<file path="src/rtl/gpio_pwm_pkg.sv">
package gpio_pwm_pkg;
  typedef enum logic [2:0] {
    SEL_NONE,
    SEL_DATA,
    SEL_DIR,
    SEL_PULL,
    SEL_PWM
  } reg_sel_e;
endpackage

</file>
<file path="src/rtl/gpio_sync.sv">
module gpio_sync #(
  parameter int W      = 8,
  parameter int STAGES = 2
) (
  input  logic         clk_i,
  input  logic         rst_ni,
  input  logic [W-1:0] d_i,
  output logic [W-1:0] q_o
);
  logic [STAGES-1:0][W-1:0] stage_q;

  always_ff @(posedge clk_i or negedge rst_ni) begin
    if (!rst_ni) begin
      stage_q <= '0;
    end else begin
      stage_q[0] <= d_i;
      for (int i = 1; i < STAGES; i++) stage_q[i] <= stage_q[i-1];
    end
  end

  assign q_o = stage_q[STAGES-1];
endmodule

</file>
<file path="src/rtl/gpio_regs.sv">
module gpio_regs
  import gpio_pwm_pkg::*;
#(
  parameter int              W        = 8,
  parameter int              AW       = 8,
  parameter logic [AW-1:0]   DATA_OFF = 'h00,
  parameter logic [AW-1:0]   DIR_OFF  = 'h04,
  parameter logic [AW-1:0]   PULL_OFF = 'h08,
  parameter logic [AW-1:0]   PWM_OFF  = 'h59
) (
  input  logic          clk_i,
  input  logic          rst_ni,
  input  logic [AW-1:0] addr_i,
  input  logic          wr_en_i,
  input  logic [W-1:0]  wdata_i,
  input  logic [W-1:0]  pin_sync_i,
  output logic [W-1:0]  data_q_o,
  output logic [W-1:0]  dir_q_o,
  output logic [W-1:0]  pull_q_o,
  output logic [W-1:0]  pwm_q_o,
  output logic [W-1:0]  rdata_o
);
  reg_sel_e sel;

  always_comb begin
    if (addr_i == DATA_OFF)      sel = SEL_DATA;
    else if (addr_i == DIR_OFF)  sel = SEL_DIR;
    else if (addr_i == PULL_OFF) sel = SEL_PULL;
    else if (addr_i == PWM_OFF)  sel = SEL_PWM;
    else                         sel = SEL_NONE;
  end

  always_ff @(posedge clk_i or negedge rst_ni) begin
    if (!rst_ni) begin
      data_q_o <= '0;
      dir_q_o  <= '0;
      pull_q_o <= '0;
      pwm_q_o  <= '0;
    end else if (wr_en_i) begin
      case (sel)
        SEL_DATA: data_q_o <= wdata_i;
        SEL_DIR:  dir_q_o  <= wdata_i;
        SEL_PULL: pull_q_o <= wdata_i;
        SEL_PWM:  pwm_q_o  <= wdata_i;
        default: ;
      endcase
    end
  end

  // output bits return the latch, input bits return the pad
  logic [W-1:0] data_rd;
  assign data_rd = (data_q_o & dir_q_o) | (pin_sync_i & ~dir_q_o);

  always_comb begin
    case (sel)
      SEL_DATA: rdata_o = data_rd;
      SEL_DIR:  rdata_o = dir_q_o;
      SEL_PULL: rdata_o = pull_q_o;
      SEL_PWM:  rdata_o = pwm_q_o;
      default:  rdata_o = '0;
    endcase
  end
endmodule

</file>
<file path="src/rtl/gpio_pin_ctrl.sv">
module gpio_pin_ctrl #(
  parameter int W = 8
) (
  input  logic [W-1:0] data_i,
  input  logic [W-1:0] dir_i,
  input  logic [W-1:0] pull_i,
  input  logic [W-1:0] pwm_en_i,
  input  logic [W-1:0] pwm_i,
  output logic [W-1:0] out_o,
  output logic [W-1:0] oe_o,
  output logic [W-1:0] pu_o
);
  for (genvar g = 0; g < W; g++) begin : g_pin
    always_comb begin
      if (pwm_en_i[g]) begin
        out_o[g] = pwm_i[g];
        oe_o[g]  = 1'b1;
        pu_o[g]  = 1'b0;
      end else if (dir_i[g]) begin
        out_o[g] = data_i[g];
        oe_o[g]  = 1'b1;
        pu_o[g]  = 1'b0;
      end else begin
        out_o[g] = data_i[g];
        oe_o[g]  = 1'b0;
        pu_o[g]  = pull_i[g];
      end
    end
  end
endmodule

</file>
<file path="src/rtl/gpio_pwm_port.sv">
module gpio_pwm_port #(
  parameter int                  W           = 8,
  parameter int                  ADDR_W      = 8,
  parameter int                  SYNC_STAGES = 2,
  parameter logic [ADDR_W-1:0]   DATA_OFF    = 'h00,
  parameter logic [ADDR_W-1:0]   DIR_OFF     = 'h04,
  parameter logic [ADDR_W-1:0]   PULL_OFF    = 'h08,
  parameter logic [ADDR_W-1:0]   PWM_OFF     = 'h59
) (
  input  logic              clk_i,
  input  logic              rst_ni,
  input  logic [ADDR_W-1:0] addr_i,
  input  logic              wr_en_i,
  input  logic [W-1:0]      wdata_i,
  output logic [W-1:0]      rdata_o,
  input  logic [W-1:0]      pin_i,
  input  logic [W-1:0]      pwm_i,
  output logic [W-1:0]      pad_out_o,
  output logic [W-1:0]      pad_oe_o,
  output logic [W-1:0]      pad_pu_o
);
  logic [W-1:0] pin_sync;
  logic [W-1:0] data_q, dir_q, pull_q, pwm_q;

  gpio_sync #(.W(W), .STAGES(SYNC_STAGES)) u_sync (
    .clk_i  (clk_i),
    .rst_ni (rst_ni),
    .d_i    (pin_i),
    .q_o    (pin_sync)
  );

  gpio_regs #(
    .W(W), .AW(ADDR_W),
    .DATA_OFF(DATA_OFF), .DIR_OFF(DIR_OFF), .PULL_OFF(PULL_OFF), .PWM_OFF(PWM_OFF)
  ) u_regs (
    .clk_i      (clk_i),
    .rst_ni     (rst_ni),
    .addr_i     (addr_i),
    .wr_en_i    (wr_en_i),
    .wdata_i    (wdata_i),
    .pin_sync_i (pin_sync),
    .data_q_o   (data_q),
    .dir_q_o    (dir_q),
    .pull_q_o   (pull_q),
    .pwm_q_o    (pwm_q),
    .rdata_o    (rdata_o)
  );

  gpio_pin_ctrl #(.W(W)) u_pins (
    .data_i   (data_q),
    .dir_i    (dir_q),
    .pull_i   (pull_q),
    .pwm_en_i (pwm_q),
    .pwm_i    (pwm_i),
    .out_o    (pad_out_o),
    .oe_o     (pad_oe_o),
    .pu_o     (pad_pu_o)
  );
endmodule

</file>
<file path="config.mk">
export PLATFORM = sky130hd
export DESIGN_NAME = gpio_pwm_port
export DESIGN_NICKNAME = d
export VERILOG_FILES = /design/src/rtl/gpio_pwm_pkg.sv /design/src/rtl/gpio_sync.sv /design/src/rtl/gpio_regs.sv /design/src/rtl/gpio_pin_ctrl.sv /design/src/rtl/gpio_pwm_port.sv
export SDC_FILE = /design/constraint.sdc
export NUM_CORES = 1
export LEC_CHECK = 0
export BUFFER_PORTS_ARGS = -buffer_cell sky130_fd_sc_hd__buf_2
export CORE_MARGIN = 2
export CORE_UTILIZATION = 45
export CTS_BUF_LIST = sky130_fd_sc_hd__clkbuf_4 sky130_fd_sc_hd__clkbuf_8
export DETAILED_ROUTE_END_ITERATION = 10
export PLACE_DENSITY = 0.78
export SLEW_MARGIN = 10
export SYNTH_ARGS = -nofsm -noshare
export SYNTH_HDL_FRONTEND = slang
export SYNTH_SLANG_ARGS = --single-unit
</file>
<file path="constraint.sdc">
create_clock -name clk_i -period 2 [get_ports clk_i]
set_input_delay 0.2 -clock clk_i [delete_from_list [all_inputs] [get_ports clk_i]]
set_output_delay 0.2 -clock clk_i [all_outputs]
set_load 0.005 [all_outputs]
</file>
After elaboration in Yosys (flattened, before gate mapping)
Cells that the tools add are included.
- logic and storage cells: 67
- input port bits: 35
- register bits: 48
- reduce and logical (&&, ||, !) cells: 5
- eq/ne operators: 7
- bitwise logic cells: 4
- muxes and demuxes: 45
- operator list (operator ; count):
    2-to-1 mux 1 bit ; 40
    case mux 8 bit (4 select lines) ; 1
    AND 8 bit ; 2
    2-to-1 mux 3 bit ; 4
    == test 8 x 3 -> 1 bit (second input constant) ; 1
    == test 8 x 4 -> 1 bit (second input constant) ; 1
    == test 8 x 7 -> 1 bit (second input constant) ; 1
    logical NOT 8 bit ; 1
    NOT 8 bit ; 1
    OR 8 bit ; 1
    AND reduction 2 bit ; 4
    == test 3 x 2 -> 1 bit (second input constant) ; 2
    == test 3 x 1 -> 1 bit (second input constant) ; 1
    == test 3 bit (second input constant) ; 1

Depth between registers and ports, before layout
- word-level depth: 7
- depth in mapped cells: 5
- depth with buffers taken out: 3

By module
From an unflattened synthesis, not the netlist that was laid out.
- cell total of the unflattened synthesis: 166
- area total of the unflattened synthesis: 2255.9 µm²
- by module, submodules not included (module ; times used ; sequential area each (µm²) ; area an instance (µm²) ; cells each):
    gpio_regs ; 1 ; 800.8 ; 1565.3 ; 118
    gpio_sync ; 1 ; 400.4 ; 460.4 ; 24
    gpio_pin_ctrl ; 1 ; 0.0 ; 230.2 ; 24

Worst setup path after synthesis
Ideal clock, no wire load.
- kind: input -> register
- from: in addr_i[3]
- to: reg u_regs.dir_q_o[0]
- slack: 699 ps
- cell stages on the path: 4
- required time: 1875 ps
- arrival time: 1176 ps
- buffers on the path: 1
- path through: nor4_4 -> and4_1 -> buf_4 -> mux2_2
- longest elaborated chain between the ends: 7
- elaborated cells on any way between the ends: 10
- those cells by class: 4 x eq/ne; 4 x mux; 2 x reduce/logical
- ends and longest elaborated chain (element ; RTL line ; RTL):
    start, declared ; gpio_pwm_port.sv:12 ; input logic [ADDR_W-1:0] addr_i,
    == test 8 x 7 -> 1 bit ; gpio_regs.sv:29 ; else if (addr_i == PWM_OFF) sel = SEL_PWM;
    2-to-1 mux 3 bit ; gpio_regs.sv:29 ;
    2-to-1 mux 3 bit ; gpio_regs.sv:28 ; else if (addr_i == PULL_OFF) sel = SEL_PULL;
    2-to-1 mux 3 bit ; gpio_regs.sv:27 ; else if (addr_i == DIR_OFF) sel = SEL_DIR;
    2-to-1 mux 3 bit (*) ; gpio_regs.sv:26 ; if (addr_i == DATA_OFF) sel = SEL_DATA;
    == test 3 x 2 -> 1 bit (*) ; gpio_regs.sv:40 ; case (sel)
    AND reduction 2 bit (no source line) (*) ; n/a ;
    end signal, assigned ; gpio_regs.sv:42 ; SEL_DIR: dir_q_o <= wdata_i;
    end, declared ; gpio_regs.sv:18 ; output logic [W-1:0] dir_q_o,
Every way passes the cells marked *; elsewhere a longest branch is shown, timed or not.
A chain may end at the register's enable or synchronous reset.

Worst setup path in the final report
- from: in addr_i[1]
- to: out rdata_o[1]
- longest elaborated chain between the ends: 7
- elaborated cells on any way between the ends: 13
- those cells by class: 7 x eq/ne; 5 x mux; 1 x reduce/logical
- ends and longest elaborated chain (element ; RTL line ; RTL):
    == test 8 x 7 -> 1 bit ; gpio_regs.sv:29 ;
    2-to-1 mux 3 bit ; gpio_regs.sv:29 ;
    2-to-1 mux 3 bit ; gpio_regs.sv:28 ;
    2-to-1 mux 3 bit ; gpio_regs.sv:27 ;
    2-to-1 mux 3 bit (*) ; gpio_regs.sv:26 ;
    == test 3 bit (tied with other cells) ; gpio_regs.sv:55 ; case (sel)
    case mux 8 bit (4 select lines) (*) ; gpio_regs.sv:55 ;
    end, declared ; gpio_pwm_port.sv:15 ; output logic [W-1:0] rdata_o,
Marks and branches as above.

==> run_results.csv <==
group,metric,value,unit
run_status,status,"completed",
critical_path,end_kind,"output port",
clock_tree,clock-sinks,48,
synth,yosysTopAreaCell,"dfrtp_1",
floorplan,core_region_area,4660,um^2
min_path,min-delay-start,"wdata_i[7]",
critical_path,slowest_stage,"nor4b_4",
synth,ys_ff_latch,48,
critical_path,worstSetupPathType,"input pin to output port",
power,power_frac_comb,10.9,%
routing,via_per_inst,5.25,
clock_tree,postCtsSetupBuffers,0,
clock_tree,cts.path.max_buffers,2,
power,cellPowerDensity,734,nW/um^2
floorplan,die_area,5350,um^2
routing,drt_wl_total,4530,um
critical_path,arrival,1.44,ns
finish,stdcell_area,2750,um^2
place,place.gp.congestion,0.738,
routing,ant_nets,0,
finish,synthToLayoutAreaGrowth,27.7,%
floorplan,die_y,73.1,um
clock_tree,cts_hold_buffers,8,
synth,synth_edf_count,0,
timing,period_share,81.8,%
critical_path,r2r-end,"u_regs.pwm_q_o[1]$_DFFE_PN0P_",
routing,drc,0,
synth,synth_common_cells,"dfrtp_1, mux2_2, nor2_1",
timing,clock_skew,0.00156,ns
floorplan,die_w,73.1,um
power,intPower,0.00158,W
floorplan,start_util,46.1,%
grt,grt_overflow_total,0,
critical_path,reg2reg_from,"u_regs.pwm_q_o[1]$_DFFE_PN0P_",
clock_tree,cts_buffers,5,
synth,yosysWarningCount,0,
synth,synth.most_common_cell,"dfrtp_1",
finish,final_core_util,59.0,%
min_path,whs_path_depth,2,
finish,fin_cells,302,
synth,synth_area_leaders,"dfrtp_1, mux2_2, a22oi_1",
synth,syn-num-nets,204,
floorplan,rows,25,
grt,grt_pass1_vias,1463,
synth,synthDominantCellAreaShare,55.8,%
synth,synth_ff_type,"dfrtp_1",
place,numPortBuffers,66,
synth,syn_area_per_cell,12.7,um^2
critical_path,path_cells,"buf_2 -> nor4b_4 -> nand2b_1 -> o22ai_1 -> buf_2",
routing,via_count,1585,
synth,yosysUniqueCellTypes,23,
clock_tree,clockRootBuffer,"clkbuf_8",
clock_tree,htree_levels,2,
power,switching_power,0.000440,W
timing,slew-limit-headroom,61.5,%
finish,antenna_cells,0,
finish,drive_above_1_share,52.0,%
timing,hold_viol_final,0,
timing,setup_viol,0,
grt,antenna_found_initial,0,
synth,synth_seq_area_share,55.8,%
clock_tree,insertion_delay,0.30,ns
timing,drv_slew,0,
synth,synth.cell_area,2150,um^2
timing,finalSetupTns,0,ns
power,p_leak,1.42,nW
critical_path,path_max_fanout,8,
critical_path,crit_path_max_incr_delay,0.37,ns
timing,fin_crit,1.64,ns
power,p_sw_share,21.8,%
synth,async_reset_ff_share,100,%
power,peakVddDrop,0.490,mV
place,hpwl,3100,um
place,placed_area,2530,um^2
routing,dr.pass1.iters,4,
critical_path,crit_path_start_kind,"input pin",
power,power_frac_clock,37.1,%
synth,synthCells,169,
critical_path,reg2reg_setup_slack,1.19,ns
place,dp_cells,285,
grt,grt_first_pass_wirelength,6950,um
job,drv_cap,0,
min_path,worstHoldEndpoint,"u_regs.dir_q_o[7]$_DFFE_PN0P_",
routing,wl_per_cell,15.0,um
floorplan,io_pins,67,
clock_tree,cts_resized,0,
timing,rsz0062_at_grt,"false",
critical_path,rr_worst_depth,1,
critical_path,cpMostUsedCell,"buf_2",
timing,worst_pin_slew,0.577,ns
clock_tree,clk_pin_slew,0.08,ns
finish,nets,282,
min_path,min_path_type,"input pin to register",
grt,track_usage,17.6,%
power,finalPower,0.00202,W
grt,grt_max_degree,49,
timing,fmax,612,MHz
critical_path,crit_required,1.80,ns
finish,fillers,401,
clock_tree,cts_tree,"yes",
power,pwr-share-seq,52.0,%
routing,drtIter0Drc,59,
==> routing by layer <==
layer | global-route usage [%] | vias up | share of wire, %
met1 | 23.8 | 766 | 46
met4 | 7.82 | 0 | 1.5
met3 | 5.25 | 7 | 5.8
met2 | 26.3 | 57 | 47
li1 | - | 755 | -
met5 | 0 | - | 0
==> cell usage in the layout, fill, tap and decap left out, types with 2 or more instances in the layout <==
cell / netlist / final
nand3_2: 3 / 3
a21oi_1: 8 / 8
buf_4: 2 / 2
buf_2: 2 / 66
o21a_1: 8 / 8
dfrtp_1: 48 / 48
a22oi_1: 8 / 8
inv_1: 8 / 8
o22ai_1: 8 / 8
dlygate4sd3_1: 0 / 9
mux2_2: 39 / 39
or2_2: 8 / 8
clkbuf_8: 0 / 7
nor2_1: 16 / 16
==> final cells by class <==
cell class                      instances  area, um^2  share of cell area (%)
Clock buffer                            7        96.3                    3.51
Clock inverter                          1        30.0                    1.09
Inverter                                8        30.0                    1.09
Multi-Input combinational cell        107         887                    32.3
Sequential cell                        48        1200                    43.7
Tap cell                               54        67.6                    2.46
Timing Repair Buffer                   77         435                    15.8
==> state kept, by name, summed over array words and instances (netlist names) <==
| name | cells |
|---|---|
| u_regs.pwm_q_o | 8 |
| u_sync.q_o | 8 |
| u_regs.dir_q_o | 8 |
| u_sync.stage_q | 8 |
| u_regs.data_q_o | 8 |
| u_regs.pull_q_o | 8 |
==> critical path, delay by kind of cell <==
kind	cells	cell delay [ns]
and+or+nand+nor	2	0.68
buffers and inverters	2	0.28
AOI/OAI and AO/OA	1	0.26
==> cell families after synthesis <==
family	after synthesis	share of synthesized area, %
flops	48	55.8
mux	40	20.9
simple gates	35	10.5
compound gates	32	9.77
buf+inv	14	2.91
==> stage by stage <==
step                      hold slack [ns]  worst slack [ns]
after CTS                         0.00134             0.345
after detailed placement            0.310             0.346
after global placement              0.308             0.393
after global routing                0.164             0.319
final                               0.173             0.365
after floorplan                   -0.0956             0.699
==> worst max path at each step <==
| stage | start | to | slack [ns] |
|---|---|---|---|
| finish | addr_i[1] | rdata_o[1] | 0.36 |
| global route | addr_i[1] | rdata_o[1] | 0.32 |
| CTS | addr_i[1] | rdata_o[1] | 0.34 |
| detailed placement | addr_i[1] | rdata_o[1] | 0.35 |
| global placement | addr_i[1] | rdata_o[1] | 0.39 |
| floorplan | addr_i[3] | u_regs.dir_q_o[0]$_DFFE_PN0P_ | 0.70 |
==> power by group through the flow <==
| stage | clock network (W) | logic (W) | registers, W |
|---|---|---|---|
| finish | 0.000748 | 0.000220 | 0.00105 |
| global placement | 0 | 0.000204 | 0.00107 |
| global route | 0.000805 | 0.000244 | 0.00106 |
| detailed placement | 0 | 0.000210 | 0.00107 |
| CTS | 0.000768 | 0.000222 | 0.00105 |
| floorplan | 0 | 0.000103 | 0.00106 |
Note: power is estimated with default switching activity, not from simulation.
